$ cat config.mk
export PLATFORM = sky130hd
export DESIGN_NAME = extirq_conditioner
export DESIGN_NICKNAME = d
export VERILOG_FILES = /design/src/rtl/extirq_pkg.sv /design/src/rtl/extirq_sync.sv /design/src/rtl/extirq_ctrl_reg.sv /design/src/rtl/extirq_line.sv /design/src/rtl/extirq_conditioner.sv
export SDC_FILE = /design/constraint.sdc
export NUM_CORES = 1
export LEC_CHECK = 0
export ABC_AREA = 0
export BUFFER_PORTS_ARGS = -buffer_cell sky130_fd_sc_hd__clkbuf_2
export CAP_MARGIN = 20
export CORE_MARGIN = 1
export CORE_UTILIZATION = 28
export DETAILED_ROUTE_END_ITERATION = 10
export MAX_ROUTING_LAYER = met4
export PLACE_DENSITY = 0.61
export SETUP_SLACK_MARGIN = 0.15
export SYNTH_ARGS = -nofsm -noshare
export SYNTH_HDL_FRONTEND = slang
export SYNTH_HIERARCHICAL = 1
export SYNTH_SLANG_ARGS = --single-unit
$ cat constraint.sdc
create_clock -name clk -period 1 [get_ports clk]
set_input_delay 0 -clock clk [delete_from_list [all_inputs] [get_ports clk]]
set_output_delay 0 -clock clk [all_outputs]
set_load 0.01 [all_outputs]
$ cat src/rtl/extirq_pkg.sv
package extirq_pkg;

    localparam int NUM_LINES    = 4;
    localparam int REG_W        = 32;
    localparam int SENSE_W      = 2;
    localparam int SENSE_TOP_LSB = 22;   // line 0 sense LSB; later lines step down
    localparam int ENABLE_MSB   = 11;    // line 0 enable; later lines step down
    localparam int CLEAR_MSB    = 27;    // line 0 clear; later lines step down
    localparam int MASTER_BIT   = 12;
    localparam int ROUTE_BIT    = 0;
    localparam int SYNC_STAGES  = 2;

    typedef enum logic [SENSE_W-1:0] {
        SENSE_LVL_HI = 2'd0,
        SENSE_RISE   = 2'd1,
        SENSE_FALL   = 2'd2,
        SENSE_LVL_LO = 2'd3
    } sense_e;

    typedef struct packed {
        sense_e sense;
        logic   enable;
    } line_cfg_t;

    typedef struct packed {
        logic master;
        logic route_normal;
    } global_cfg_t;

    function automatic int sense_lsb(input int n);
        return SENSE_TOP_LSB - SENSE_W * n;
    endfunction

    function automatic int enable_pos(input int n);
        return ENABLE_MSB - n;
    endfunction

    function automatic int clear_pos(input int n);
        return CLEAR_MSB - n;
    endfunction

    function automatic logic sense_is_edge(input sense_e s);
        return (s == SENSE_RISE) || (s == SENSE_FALL);
    endfunction

    function automatic logic level_active(input sense_e s, input logic lvl);
        return (s == SENSE_LVL_LO) ? ~lvl : lvl;
    endfunction

    function automatic logic edge_hit(input sense_e s, input logic cur, input logic prev);
        logic hit;
        case (s)
            SENSE_RISE: hit = cur & ~prev;
            SENSE_FALL: hit = ~cur & prev;
            default:    hit = 1'b0;
        endcase
        return hit;
    endfunction

    function automatic logic [REG_W-1:0] stored_mask();
        logic [REG_W-1:0] m;
        m = '0;
        for (int n = 0; n < NUM_LINES; n++) begin
            m[sense_lsb(n) +: SENSE_W] = '1;
            m[enable_pos(n)]           = 1'b1;
        end
        m[MASTER_BIT] = 1'b1;
        m[ROUTE_BIT]  = 1'b1;
        return m;
    endfunction

endpackage

$ cat src/rtl/extirq_sync.sv
module extirq_sync
    import extirq_pkg::*;
#(
    parameter int LINES  = NUM_LINES,
    parameter int STAGES = SYNC_STAGES
) (
    input  logic             clk,
    input  logic             rst,
    input  logic [LINES-1:0] pin_async,
    output logic [LINES-1:0] lvl,
    output logic [LINES-1:0] prev
);

    generate
        for (genvar g = 0; g < LINES; g++) begin : g_line
            logic [STAGES-1:0] chain_q;
            logic              prev_q;

            always_ff @(posedge clk) begin
                if (rst) begin
                    chain_q <= '0;
                    prev_q  <= 1'b0;
                end else begin
                    chain_q <= {chain_q[STAGES-2:0], pin_async[g]};
                    prev_q  <= chain_q[STAGES-1];
                end
            end

            assign lvl[g]  = chain_q[STAGES-1];
            assign prev[g] = prev_q;
        end
    endgenerate

endmodule

$ cat src/rtl/extirq_ctrl_reg.sv
module extirq_ctrl_reg
    import extirq_pkg::*;
(
    input  logic                        clk,
    input  logic                        rst,
    input  logic                        we,
    input  logic [REG_W-1:0]            wdata,
    output logic [REG_W-1:0]            rdata,
    output line_cfg_t [NUM_LINES-1:0]   line_cfg,
    output global_cfg_t                 glob_cfg,
    output logic [NUM_LINES-1:0]        clear_pulse
);

    localparam logic [REG_W-1:0] KEEP_MASK = stored_mask();

    logic [SENSE_W-1:0]   sense_q [NUM_LINES];
    logic [NUM_LINES-1:0] enable_q;
    logic                 master_q;
    logic                 route_q;

    always_ff @(posedge clk) begin
        if (rst) begin
            for (int n = 0; n < NUM_LINES; n++) begin
                sense_q[n] <= '0;
            end
            enable_q <= '0;
            master_q <= 1'b0;
            route_q  <= 1'b0;
        end else if (we) begin
            for (int n = 0; n < NUM_LINES; n++) begin
                sense_q[n]  <= wdata[sense_lsb(n) +: SENSE_W];
                enable_q[n] <= wdata[enable_pos(n)];
            end
            master_q <= wdata[MASTER_BIT];
            route_q  <= wdata[ROUTE_BIT];
        end
    end

    always_comb begin
        for (int n = 0; n < NUM_LINES; n++) begin
            line_cfg[n].sense  = sense_e'(sense_q[n]);
            line_cfg[n].enable = enable_q[n];
            clear_pulse[n]     = we & wdata[clear_pos(n)];
        end
        glob_cfg.master       = master_q;
        glob_cfg.route_normal = route_q;
    end

    always_comb begin
        rdata = '0;
        for (int n = 0; n < NUM_LINES; n++) begin
            rdata[sense_lsb(n) +: SENSE_W] = sense_q[n];
            rdata[enable_pos(n)]           = enable_q[n];
        end
        rdata[MASTER_BIT] = master_q;
        rdata[ROUTE_BIT]  = route_q;
    end

    logic unused_wbits;
    assign unused_wbits = ^(wdata & ~KEEP_MASK);

    // a written master bit is the one read back on the next cycle
    p_master_write_r2: assert property (@(posedge clk) disable iff (rst)
        we |=> (rdata[MASTER_BIT] == $past(wdata[MASTER_BIT])));

endmodule

$ cat src/rtl/extirq_line.sv
module extirq_line
    import extirq_pkg::*;
(
    input  logic      clk,
    input  logic      rst,
    input  logic      lvl,
    input  logic      prev,
    input  line_cfg_t cfg,
    input  logic      master,
    input  logic      clr,
    output logic      req
);

    logic armed;
    logic edge_mode;
    logic hit;
    logic latch_q;

    assign armed     = master & cfg.enable;
    assign edge_mode = sense_is_edge(cfg.sense);
    assign hit       = edge_hit(cfg.sense, lvl, prev);

    always_ff @(posedge clk) begin
        if (rst) begin
            latch_q <= 1'b0;
        end else if (!edge_mode) begin
            latch_q <= 1'b0;
        end else if (armed && hit) begin
            latch_q <= 1'b1;
        end else if (clr) begin
            latch_q <= 1'b0;
        end
    end

    assign req = armed & (edge_mode ? latch_q : level_active(cfg.sense, lvl));

    // an armed matching edge leaves the latch set unless the mode left edge sensing
    p_edge_sets_r5: assert property (@(posedge clk) disable iff (rst)
        (armed && hit && edge_mode) |=> (latch_q || !sense_is_edge(cfg.sense)));

    // a clear with no competing edge empties the latch
    p_clear_drops_r6: assert property (@(posedge clk) disable iff (rst)
        (clr && !(armed && hit)) |=> !latch_q);

    // set wins over a same-cycle clear
    p_set_beats_clear_r7: assert property (@(posedge clk) disable iff (rst)
        (clr && armed && hit && edge_mode) |=> (latch_q || !sense_is_edge(cfg.sense)));

    // a disarmed line never newly latches
    p_disarmed_no_set_r8: assert property (@(posedge clk) disable iff (rst)
        !armed |=> !$rose(latch_q));

    // a line held in level mode carries no latched edge
    p_level_no_latch_r11: assert property (@(posedge clk) disable iff (rst)
        (!edge_mode && $past(!edge_mode)) |-> !latch_q);

endmodule

$ cat src/rtl/extirq_conditioner.sv
module extirq_conditioner
    import extirq_pkg::*;
(
    input  logic        clk,
    input  logic        rst,
    input  logic        reg_we,
    input  logic [31:0] reg_wdata,
    output logic [31:0] reg_rdata,
    input  logic [3:0]  ext_pin,
    output logic [3:0]  irq_req,
    output logic        crit_route_normal
);

    line_cfg_t [NUM_LINES-1:0] line_cfg;
    global_cfg_t               glob_cfg;
    logic [NUM_LINES-1:0]      clear_pulse;
    logic [NUM_LINES-1:0]      sync_lvl;
    logic [NUM_LINES-1:0]      sync_prev;

    extirq_ctrl_reg u_reg (
        .clk         (clk),
        .rst         (rst),
        .we          (reg_we),
        .wdata       (reg_wdata),
        .rdata       (reg_rdata),
        .line_cfg    (line_cfg),
        .glob_cfg    (glob_cfg),
        .clear_pulse (clear_pulse)
    );

    extirq_sync #(
        .LINES  (NUM_LINES),
        .STAGES (SYNC_STAGES)
    ) u_sync (
        .clk       (clk),
        .rst       (rst),
        .pin_async (ext_pin),
        .lvl       (sync_lvl),
        .prev      (sync_prev)
    );

    generate
        for (genvar g = 0; g < NUM_LINES; g++) begin : g_cond
            extirq_line u_line (
                .clk    (clk),
                .rst    (rst),
                .lvl    (sync_lvl[g]),
                .prev   (sync_prev[g]),
                .cfg    (line_cfg[g]),
                .master (glob_cfg.master),
                .clr    (clear_pulse[g]),
                .req    (irq_req[g])
            );
        end
    endgenerate

    assign crit_route_normal = glob_cfg.route_normal;

    // master enable off means no request leaves the block
    p_master_gate_r9: assert property (@(posedge clk) disable iff (rst)
        !glob_cfg.master |-> (irq_req == '0));

endmodule

==> impl_metrics.prom <==
# TYPE chip_impl_metric gauge
chip_impl_info{name="status",value="finished, violations left"} 1
chip_impl_info{name="violations_in_the_final_reports",value="negative setup slack"} 1
chip_impl_metric{name="mappedNetlistArea",unit="µm²"} 1765
chip_impl_info{name="critical_path.cell_chain",value="inv_1 > ha_1 > a211oi_2 > buf_2"} 1
chip_impl_metric{name="worstSkewPairLatency",unit="ns"} 0.27
chip_impl_metric{name="dieArea",unit="µm²"} 6627
chip_impl_metric{name="max_cap_viols",unit=""} 0
chip_impl_metric{name="num_cts_buffers",unit=""} 5
chip_impl_metric{name="clock.fmax",unit="MHz"} 682.2
chip_impl_metric{name="final_setup_violations",unit=""} 16
chip_impl_metric{name="detailedPlacementHpwl",unit="µm"} 2319
chip_impl_info{name="layout.cells.most_common",value="clkbuf_2"} 1
chip_impl_metric{name="preCtsSetupSlack",unit="ns"} -0.1848
chip_impl_metric{name="power.density",unit="nW/µm²"} 1221
chip_impl_metric{name="grt_first_pass_wirelength",unit="µm"} 5099
chip_impl_metric{name="layout_min_cycle_time",unit="ns"} 1.466
chip_impl_metric{name="drc_errors_left",unit=""} 0
chip_impl_metric{name="arr_time_crit_path",unit="ns"} 1.47
chip_impl_info{name="crit_start",value="u_reg/sense_q[0][4]$_SDFFCE_PN0P_"} 1
chip_impl_metric{name="cp_slowest_stage_delay",unit="ns"} 0.41
chip_impl_metric{name="core_area",unit="µm²"} 5991
chip_impl_metric{name="timing.clock.skew",unit="ns"} 0.004274
chip_impl_metric{name="worst-endpoint-required",unit="ns"} 1.00
chip_impl_metric{name="worstPathBufferInverterCount",unit=""} 2
chip_impl_metric{name="footprint_of_the_multi_input_gates",unit="µm²"} 893.4
chip_impl_metric{name="hold_violations",unit=""} 0
chip_impl_metric{name="chipHeight",unit="µm"} 81.41
chip_impl_metric{name="dr_total_vias",unit=""} 1212
chip_impl_metric{name="ys_seq_elements",unit=""} 30
chip_impl_metric{name="firstDrtPassIters",unit=""} 3
chip_impl_metric{name="postSynthCellCount",unit=""} 173
chip_impl_metric{name="clk_path_buf_depth",unit=""} 2
chip_impl_metric{name="place.port_buffers",unit=""} 43
chip_impl_metric{name="area_delta_synth_final",unit="%"} 37.14
chip_impl_info{name="critical_path.slowest_cell",value="edfxtp_1"} 1
chip_impl_metric{name="synth_adder_area_share",unit="%"} 8.505
chip_impl_metric{name="via_count_of_the_first_global_routing_pass",unit=""} 1152
chip_impl_metric{name="grt_antenna_before_repair",unit=""} 0
chip_impl_metric{name="viasPerCell",unit=""} 3.897
chip_impl_metric{name="synth.yosys.seq_area_share",unit="%"} 38.55
chip_impl_info{name="element_type_at_the_critical_path_end",value="primary output"} 1
chip_impl_metric{name="final.period_utilization",unit="%"} 146.6
chip_impl_info{name="min_path_type",value="in -> reg"} 1
chip_impl_metric{name="grt_remaining_overflow",unit=""} 0
chip_impl_metric{name="gp_congestion",unit=""} 0.8283
chip_impl_metric{name="io-pin-count",unit=""} 76
chip_impl_metric{name="synth_compound_area_share",unit="%"} 5.670
chip_impl_metric{name="synth_xor_xnor_area_share",unit="%"} 1.984
chip_impl_info{name="worst_path_dominant_cell_family",value="flip-flops"} 1
chip_impl_info{name="root_buffer_cell",value="clkbuf_8"} 1
chip_impl_info{name="synth_top_family_by_area",value="simple AND/OR/NAND/NOR gates"} 1
chip_impl_metric{name="final_cells",unit=""} 311
chip_impl_metric{name="ir_worst_vdd",unit="V"} 0.0007383
chip_impl_metric{name="timing.setup.tns",unit="ns"} -4.069
chip_impl_metric{name="placement_rows",unit=""} 28
chip_impl_metric{name="syn-mean-instance-area",unit="µm²"} 10.20
chip_impl_metric{name="ff_latch_area",unit="µm²"} 684.4
chip_impl_metric{name="clk_transition_reported_paths",unit="ns"} 0.07
chip_impl_metric{name="yosys-mux-area-fraction",unit="%"} 3.402
chip_impl_metric{name="share_of_final_layout_standard_cells_stronger_than_drive_strength_1",unit="%"} 49.58
chip_impl_metric{name="grt_start_max_net_pins",unit=""} 12
chip_impl_metric{name="final_critical_path_setup_slack",unit="ns"} -0.4657
chip_impl_metric{name="fillerInstances",unit=""} 584
chip_impl_metric{name="placedCellCount",unit=""} 277
chip_impl_metric{name="diodes_inserted",unit=""} 0
chip_impl_metric{name="routed_wl",unit="µm"} 3343
chip_impl_metric{name="wl_per_cell",unit="µm"} 10.75
chip_impl_metric{name="drt.antenna.violating_nets",unit=""} 0
chip_impl_info{name="cts_tree",value="done"} 1
chip_impl_metric{name="clock_tree.htree_level_count",unit=""} 2
chip_impl_info{name="layout.cells.most_common_list",value="clkbuf_2, dfxtp_1, buf_6, conb_1, nor2_1"} 1
chip_impl_metric{name="synthDistinctLibCells",unit=""} 22
chip_impl_metric{name="layout.nets",unit=""} 286
chip_impl_metric{name="static-leakage-power",unit="nW"} 1.075
chip_impl_metric{name="synth.yosys.warnings",unit=""} 6
chip_impl_metric{name="cts_num_sinks",unit=""} 30
chip_impl_metric{name="synth-simple-area-share",unit="%"} 20.84
chip_impl_metric{name="final_util",unit="%"} 40.41
chip_impl_info{name="start_kind",value="register"} 1
chip_impl_info{name="critical_path_class",value="reg -> out"} 1
chip_impl_info{name="hold_path.startpoint",value="reg_wdata[22]"} 1
chip_impl_metric{name="width_of_the_chip",unit="µm"} 81.41
chip_impl_metric{name="final-max-slew-violation-count",unit=""} 0
chip_impl_metric{name="critical_path_peak_fanout",unit=""} 4
chip_impl_metric{name="drt_iter0_markers",unit=""} 16
chip_impl_metric{name="grt_total_usage",unit="%"} 10.88
chip_impl_metric{name="floorplan.initialDensity",unit="%"} 29.47
chip_impl_info{name="reg2reg_from",value="u_reg/sense_q[0][3]$_SDFFCE_PN0P_"} 1
chip_impl_info{name="grt_setup_unrepaired",value="true"} 1
Yosys cell counts:
master    instances  share of area (%)
nand3b_1          8                3.4
a211oi_2          4                2.8
or2_1             1               0.35
mux2i_1           6                3.4
nor2b_1           4                1.4
buf_4            42                 18
nor2b_4           3                2.3
ha_1             12                8.5
a21oi_1           4                1.1
dfxtp_1          22                 25
inv_1             8                1.7
and2b_2           2               0.99
and2_2            4                1.7
o21a_1            4                1.7
nand2_1           4               0.85
and2_1            8                2.8
xnor2_1           4                2.0
conb_1            1               0.21
nor2_1           14                3.0
nor2b_2           8                4.0
edfxtp_1          8                 14
buf_6             2                1.3
report_power, final:
| group | switching (mW) | internal (mW) |
|---|---|---|
| registers | 0.0599 | 1.31 |
| clock network | 0.462 | 0.476 |
| logic | 0.280 | 0.369 |
| total | 0.802 | 2.15 |
layout make-up:
type / count / share of cell area (%)
inverters: 8 / 1.550
multi-input cells: 108 / 36.90
flip-flops and latches: 30 / 28.27
well taps: 75 / 3.876
repair buffers: 82 / 25.89
clock buffers: 5 / 2.842
clock inverters: 3 / 0.6718
sequential cells by signal, summed over array words and instances, names as in the netlist:
name                   count
g_cond.u_line/latch_q      4
u_reg/enable_q             4
u_reg/master_q             1
u_reg/route_q              1
u_reg/sense_q              8
u_sync/g_line.chain_q      8
u_sync/g_line.prev_q       4
kinds of logic after synthesis:
| logic type | count (synthesis) |
|---|---|
| AND/OR/NAND/NOR | 56 |
| flip-flops | 30 |
| other | 1 |
| AO/OA/AOI/OAI | 12 |
| adder cells (fa/ha/maj) | 12 |
| buffers and inverters | 52 |
| XOR/XNOR | 4 |
| multiplexers | 6 |
worst register-to-register path, cell delays in order (launching register included):
cell,delay [ns]
edfxtp_1,0.48
buf_6,0.16
buf_6,0.11
inv_4,0.05
ha_4,0.11
nand3b_1,0.08
a21oi_2,0.12
o21a_1,0.11
what timing repair did:
action	4_1_cts	5_1_grt
pin swaps	11	7
buffers inserted	8	6
endpoints found under the hold margin	12	0
gates resized for setup	22	25
hold buffers	12	0
setup endpoints to repair	17	16
per-layer routing:
metal	global-route usage, %	wire length (µm)	up-vias
met3	3.596	201	2
met5	-	0	-
met2	17.67	1556	52
met4	3.571	10	0
li1	-	-	616
met1	12.54	1575	542
stage by stage:
step	power [mW]	hold WS (ns)	instance area, µm²
3_5_place_dp	1.822	0.2136	1918
4_1_cts	2.921	0.001173	2286
2_1_floorplan	1.755	0.07238	1849
3_3_place_gp	1.812	0.2107	1918
6_report	2.956	0.008708	2421
5_1_grt	3.126	0.003589	2421
path summary, 6_finish.rpt:
kind / endpoint / slack (ns) / depth (start not counted)
setup / recovery: irq_req[2] / -0.47 / 4
hold / removal: u_reg/sense_q[0][0]$_SDFFCE_PN0P_ / 0.009 / 2
setup reg to reg: g_cond[1].u_line/latch_q$_SDFFE_PP0P_ / -0.27 / 7
hold reg to reg: u_sync/g_line[1].chain_q[1]$_SDFF_PP0_ / 0.44 / 1
No activity file was read; power rests on OpenSTA's default activity.
